File: src/rtl/cont_exp_pkg.sv
package cont_exp_pkg;
  localparam int DW = 32;
  localparam int CW = 4;

  localparam logic [DW-1:0] PRIM_CONT = 32'h9999AA7C;
  localparam logic [DW-1:0] PRIM_HOLD = 32'hD5D5AA7C;
  localparam logic [DW-1:0] PRIM_SYNC = 32'hB5B5957C;
  localparam logic [CW-1:0] CTRL_PRIM = 4'b0001;

  typedef struct packed {
    logic is_prim;
    logic is_cont;
    logic is_hold;
  } dw_class_t;
endpackage

File: src/rtl/cont_classify.sv
module cont_classify
  import cont_exp_pkg::*;
#(
  parameter int DATA_W = DW,
  parameter int CTRL_W = CW
) (
  input  logic [DATA_W-1:0] data,
  input  logic [CTRL_W-1:0] ctrl,
  output dw_class_t         cls
);
  always_comb begin
    cls.is_prim = ctrl[0];
    cls.is_cont = ctrl[0] && (data == PRIM_CONT);
    cls.is_hold = ctrl[0] && (data == PRIM_HOLD);
  end
endmodule

File: src/rtl/cont_tracker.sv
module cont_tracker
  import cont_exp_pkg::*;
#(
  parameter int DATA_W = DW,
  parameter int CTRL_W = CW
) (
  input  logic              clk,
  input  logic              rst,
  input  logic              adv,
  input  dw_class_t         cls,
  input  logic [DATA_W-1:0] in_data,
  input  logic [CTRL_W-1:0] in_ctrl,
  output logic [DATA_W-1:0] sub_data,
  output logic [CTRL_W-1:0] sub_ctrl,
  output logic              clr_req
);
  logic              rep_mode;
  logic [DATA_W-1:0] last_prim;

  always_ff @(posedge clk) begin
    if (rst) begin
      rep_mode  <= 1'b0;
      last_prim <= PRIM_SYNC;
    end else if (adv) begin
      if (cls.is_cont) begin
        rep_mode <= 1'b1;
      end else if (cls.is_prim) begin
        rep_mode  <= 1'b0;
        last_prim <= in_data;
      end
    end
  end

  always_comb begin
    sub_data = in_data;
    sub_ctrl = in_ctrl;
    if (cls.is_cont || (rep_mode && !cls.is_prim)) begin
      sub_data = last_prim;
      sub_ctrl = CTRL_PRIM;
    end
    clr_req = adv && cls.is_hold && rep_mode;
  end


  assert_cont_enters_R2: assert property (@(posedge clk) disable iff (rst)
    (adv && cls.is_cont) |=> rep_mode);

  assert_prim_latched_R4: assert property (@(posedge clk) disable iff (rst)
    (adv && cls.is_prim && !cls.is_cont) |=> (!rep_mode && last_prim == $past(in_data)));

  assert_data_keeps_prim_R5: assert property (@(posedge clk) disable iff (rst)
    (adv && !cls.is_prim) |=> $stable(last_prim));

  assert_idle_keeps_state_R8: assert property (@(posedge clk) disable iff (rst)
    !adv |=> ($stable(rep_mode) && $stable(last_prim)));
endmodule

File: src/rtl/cont_out_stage.sv
module cont_out_stage
  import cont_exp_pkg::*;
#(
  parameter int DATA_W = DW,
  parameter int CTRL_W = CW
) (
  input  logic              clk,
  input  logic              rst,
  input  logic              i_valid,
  output logic              i_ready,
  input  logic [DATA_W-1:0] i_data,
  input  logic [CTRL_W-1:0] i_ctrl,
  input  logic              i_clr,
  output logic              o_valid,
  input  logic              o_ready,
  output logic [DATA_W-1:0] o_data,
  output logic [CTRL_W-1:0] o_ctrl,
  output logic              o_clr
);
  assign i_ready = !o_valid || o_ready;

  always_ff @(posedge clk) begin
    if (rst) begin
      o_valid <= 1'b0;
      o_clr   <= 1'b0;
      o_data  <= '0;
      o_ctrl  <= '0;
    end else begin
      o_clr <= i_clr;
      if (i_ready) begin
        o_valid <= i_valid;
        o_data  <= i_data;
        o_ctrl  <= i_ctrl;
      end
    end
  end


  assert_stall_holds_R7: assert property (@(posedge clk) disable iff (rst)
    (o_valid && !o_ready) |=> (o_valid && $stable(o_data) && $stable(o_ctrl)));
endmodule

File: src/rtl/cont_expander.sv
module cont_expander
  import cont_exp_pkg::*;
#(
  parameter int DATA_W = DW,
  parameter int CTRL_W = CW
) (
  input  logic              clk,
  input  logic              rst,
  input  logic              in_valid,
  output logic              in_ready,
  input  logic [DATA_W-1:0] in_data,
  input  logic [CTRL_W-1:0] in_ctrl,
  output logic              out_valid,
  input  logic              out_ready,
  output logic [DATA_W-1:0] out_data,
  output logic [CTRL_W-1:0] out_ctrl,
  output logic              hist_clear
);
  dw_class_t         cls;
  logic              adv;
  logic [DATA_W-1:0] sub_data;
  logic [CTRL_W-1:0] sub_ctrl;
  logic              clr_req;

  assign adv = in_valid && in_ready;

  cont_classify #(.DATA_W(DATA_W), .CTRL_W(CTRL_W)) u_classify (
    .data(in_data), .ctrl(in_ctrl), .cls(cls)
  );

  cont_tracker #(.DATA_W(DATA_W), .CTRL_W(CTRL_W)) u_tracker (
    .clk(clk), .rst(rst), .adv(adv), .cls(cls),
    .in_data(in_data), .in_ctrl(in_ctrl),
    .sub_data(sub_data), .sub_ctrl(sub_ctrl), .clr_req(clr_req)
  );

  cont_out_stage #(.DATA_W(DATA_W), .CTRL_W(CTRL_W)) u_out (
    .clk(clk), .rst(rst),
    .i_valid(in_valid), .i_ready(in_ready),
    .i_data(sub_data), .i_ctrl(sub_ctrl), .i_clr(clr_req),
    .o_valid(out_valid), .o_ready(out_ready),
    .o_data(out_data), .o_ctrl(out_ctrl), .o_clr(hist_clear)
  );


  assert_pulse_single_R6: assert property (@(posedge clk) disable iff (rst)
    hist_clear |=> !hist_clear);

  assert_pulse_with_hold_R6: assert property (@(posedge clk) disable iff (rst)
    hist_clear |-> (out_valid && out_data == PRIM_HOLD && out_ctrl[0]));
endmodule

File: config.mk
export PLATFORM = sky130hd
export DESIGN_NAME = cont_expander
export DESIGN_NICKNAME = d
export VERILOG_FILES = /design/src/rtl/cont_exp_pkg.sv /design/src/rtl/cont_classify.sv /design/src/rtl/cont_tracker.sv /design/src/rtl/cont_out_stage.sv /design/src/rtl/cont_expander.sv
export SDC_FILE = /design/constraint.sdc
export NUM_CORES = 1
export LEC_CHECK = 0
export ABC_CLOCK_PERIOD_IN_PS = 2300
export BUFFER_PORTS_ARGS = -buffer_cell sky130_fd_sc_hd__buf_2
export CAP_MARGIN = 40
export CORE_MARGIN = 3
export CORE_UTILIZATION = 30
export CTS_BUF_LIST = sky130_fd_sc_hd__clkbuf_16
export DETAILED_ROUTE_END_ITERATION = 8
export SLEW_MARGIN = 20
export SYNTH_ARGS = -nofsm -noshare
export SYNTH_HDL_FRONTEND = slang
export SYNTH_HIERARCHICAL = 1
export SYNTH_SLANG_ARGS = --single-unit
File: constraint.sdc
create_clock -name clk -period 2.3 [get_ports clk]
set_clock_uncertainty 0.05 [all_clocks]
set_input_delay 0.46 -clock clk [delete_from_list [all_inputs] [get_ports clk]]
set_output_delay 0.46 -clock clk [all_outputs]
set_load 0.02 [all_outputs]
# After elaboration in Yosys (flattened, before gate mapping)
# Cells that the tools add are included.
# word_totals
romBits	0
elab_cells	26
ramBits	0
in_bits	40
latch_bits	0
regBits	71
output_inout_bits	39
memories	0
# classes
multipliers	0
n_addsub	0
n_mux	4
n_div	0
shift	0
eq_ne	2
n_bitwise	1
n_reduce_logical	13
n_lt_le_gt_ge	0
# ops
op	n
32-bit == test (second input constant)	2
32-bit 2-to-1 mux	1
1-bit logical AND	6
4-bit 2-to-1 mux	1
3-bit AND reduction	1
1-bit zero test	2
1-bit logical OR	2
1-bit 2-to-1 mux	2
2-bit AND reduction	1
2-bit nonzero test	1
1-bit NOT	1

# Logic depth before layout (Yosys ltp)
# logic_depth
word_depth	5
ltp_mapped	9
depth_no_buf	7

# Modules after synthesis
# Netlist, hierarchy kept.
# by_module_without_submodules
mod	area_per_inst_um2	seq_area_each_um2	cells_each	instances
cont_tracker	1736.7	660.6	189	1
cont_out_stage	1681.6	760.7	169	1
cont_classify	130.1	0.0	16	1
cont_expander	6.3	0.0	1	1

# Worst setup path after synthesis
# No wires, ideal clock.
# synth_path
kind	input to register
from	input in_data[17]
to	register u_out.o_data[10]
cell_stages	8
n_path_buf	1
path_slack_ns	-0.114
arrival_ns	2.246
t_required_ns	2.132
setup_time_ns	0.118
cell_sequence	nand4b_1 > or4_4 > nor3_1 > a21oi_4 > buf_12 > mux2_4 > nand2b_1 > o21ai_1
# synth_lines
element	line	text
from (decl)	cont_expander.sv:11	input logic [DATA_W-1:0] in_data,
to (signal assigned)	cont_out_stage.sv:32	o_data <= i_data;
to (decl)	cont_out_stage.sv:16	output logic [DATA_W-1:0] o_data,

==> metrics.txt <==
outcome finished clean; core area 0.0115 mm²; clk_lat worst skew about 0.33 ns; IR Drop Worst-Case VDD ~0.30 mV; Synth Register Bits between 70 and 80; Synth Area in Adders 0%; reg-to-reg slack, setup 0.76 ns; sequential share of the synthesized area 40.0%; maximum fanout along the worst path 19; # hold bufs at CTS 0; routed vias/inst between 4 and 5; row cnt 39; post-synth top area share ~40%; Avg WL per Cell between 15 and 20 µm; Largest stage delay, worst path 0.54 ns; final hold violation count 0; Max Buffers Root-to-Sink 2; Flop pwr share between 40% and 50%; WL final approximately 9300 µm; Post-CTS Repair Setup Buffers 0; Simple-Gate Fraction of Synth Area 33.4%; area of the die ~0.013 mm²; layout cells sized above 1 between 30% and 40%; # resized after CTS 0; FF+latch area approximately 0.0014 mm²; most common cell in the netlist dfxtp_1; DRC 0; Area Overhead vs Synth 25.9%; post-synth top area cell dfxtp_1; Area contributors post-synth dfxtp_1 40%, nand4bb_1 12%, mux2_4 11%; Worst Hold End u_out/o_valid; Comb pwr share 14.7%; final core utilization 38.9%; final net count around 500; DIE HEIGHT around 110 µm; sw frac 25.8%; largest family of logic cells by synthesized area simple AND/OR/NAND/NOR gates; Initial DRC Count between 200 and 300; via count of the first global-routing pass 2808; slew margin rel. a little over two thirds; clock slew at reported path FFs around 0.06 ns; share of power burned in the clock network between 40 and 50%; worst endpoint required time ~2.5 ns; dpl cell area between 0.004 and 0.005 mm²; Slew Viols, Final 0; clock tree root buffer cell clkbuf_16; 1st-pass router iterations 4; setup violators final 0; r2r endpoint u_tracker/last_prim[5]; Port Buf Inserts slightly below 80; worst-case reg-to-reg path depth 7; Mapped Area approximately 0.0036 mm²; Tcrit/Tclk final ~95%; Power Total 2960 µW; most used flip-flop cell after synthesis dfxtp_1; IO Pins 79; Compound-Gate Fraction of Synth Area 7.71%; synth unique cells 31; worst-path cell chain buf_2 > nand4b_1 > or4_4 > nor3_2 > a21oi_4 > buf_12 > mux2_4 > nand2b_1 > o21ai_1; total track usage between 10 and 15%; Fillers ~1200; worst hold start in_valid; post-place setup slack -0.249 ns; Syn Inst Count ~380; unrepaired setup endpoints after global routing false; worst path bufs/invs 2; startpoint types primary input; critical path arrival 2.35 ns; post-synthesis mux area share between 10 and 15%; asr flop ratio synth 0%; Hold Path Class in2reg; Final Instance Area 0.00448 mm²; minimum clock period ~2.2 ns; CP Class in2reg; initial antenna violation count 1; crit path max-delay cell type or4_4; overall die width between 100 and 150 µm; Antenna Nets Post-Route 0; clock sink count about 70; CTS tree built; vias post-DR between 2000 and 3000; first-pass GRT wire length 14900 µm; pwr dens 662 mW/mm²; Post-synth EDFFs 0; largest net degree at the start of global routing roughly 130; Mean Syn Cell Area about 9.5 µm²; gp weighted congestion 0.779; Post-Synth XOR/XNOR Area 0%; hold path depth 3; maximum clock frequency between 0.4 and 0.5 GHz; CTS buffer count 9; reg2reg start u_out/o_valid; multi-input combinational cell area around 0.0019 mm²; net count after synthesis around 420; static leakage about 0.0019 µW; MaxCap Viol Count 0; setup ws final 0.111 ns; n_diodes 0; Detailed Place HPWL roughly 6400 µm; synth cell count leaders 71 x dfxtp_1, 40 x nor3_1, 37 x nand2b_1, 37 x nand4bb_1, 36 x o21ai_1; delay-heaviest family, CP simple AND/OR/NAND/NOR gates; H-tree depth 3; Tightest Pin Transition around 0.44 ns; Crit. End Element flip-flop; Ys Warns 6; Net Sw Power roughly 760 µW; aggregate global routing overflow 0; Starting Density a little under a third; P_int approximately 2200 µW
-- worst register-to-register path, cell delays in order, from the launching register on --
cell and delay [ns]:
dfxtp_1 0.32, nor2b_2 0.16, inv_2 0.05, and2_1 0.19, and3b_1 0.25, buf_12 0.17
nor3_1 0.17, nor2_1 0.07
-- worst max-delay path by stage --
stage / from / to / slack [ns] / depth (start not counted)
2_1_floorplan: in_data[17] / u_out/o_data[10] / 0.04 / 8
3_3_place_gp: in_data[17] / u_out/o_data[12] / -0.21 / 9
3_5_place_dp: in_data[17] / u_out/o_data[10] / -0.25 / 9
4_1_cts: in_data[17] / u_out/o_data[10] / 0.11 / 9
5_1_grt: in_data[17] / u_tracker/last_prim[27] / 0.02 / 9
6_report: in_data[17] / u_out/o_data[10] / 0.11 / 9
-- power groups by stage --
stage	clock [µW]	sequential, µW	combinational [µW]
6_report	1190	1340	435
5_1_grt	1280	1340	474
2_1_floorplan	0	1410	209
3_3_place_gp	0	1360	431
4_1_cts	1230	1340	440
3_5_place_dp	0	1360	439
-- state kept, by name (all words and copies together), names as in the netlist --
register and cells:
u_out/o_clr 1, u_out/o_ctrl 4, u_out/o_data 32, u_out/o_valid 1
u_tracker/last_prim 32, u_tracker/rep_mode 1
-- metrics by stage --
step,TNS (ns),hold WS [ns],std cells
2_1_floorplan,0,0.384,375
3_3_place_gp,-9.99,0.389,596
3_5_place_dp,-11.75,0.401,596
4_1_cts,0,0.311,611
5_1_grt,0,0.344,611
6_report,0,0.321,611
-- final cells by class --
class / count / share of cell area [%]
clock buffers: 9 / 5.03
clock inverters: 6 / 0.503
inverters: 3 / 0.252
multi-input cells: 266 / 43.0
flip-flops and latches: 71 / 31.8
well taps: 143 / 4.00
repair buffers: 113 / 15.4
-- placed cells by master, fill, tap and decap left out, types with 9 or more instances in the layout --
cell type | synthesis | layout
a21oi_1 | 14 | 14
nor3_1 | 40 | 39
clkbuf_16 | 0 | 9
o21ai_1 | 36 | 36
buf_4 | 5 | 32
nor2_1 | 20 | 20
dfxtp_1 | 71 | 71
mux2_4 | 26 | 26
nand2_1 | 28 | 28
nand2b_1 | 37 | 37
buf_2 | 8 | 78
nand4bb_1 | 37 | 37
-- kinds of logic after synthesis --
family                 after synthesis
AO/OA/AOI/OAI                       52
buffers and inverters               38
flip-flops                          71
multiplexers                        32
AND/OR/NAND/NOR                    182
-- routing by layer --
metal / wire length, µm / vias up / share of wire, % / GRT usage, %
li1: - / 1511 / - / -
met1: 4620 / 1326 / 50 / 19.5
met2: 3990 / 66 / 43 / 21.0
met3: 506 / 14 / 5.5 / 4.11
met4: 138 / 2 / 1.5 / 5.95
met5: 7 / - / 0.076 / 0
(Power assumes the default switching activity.)
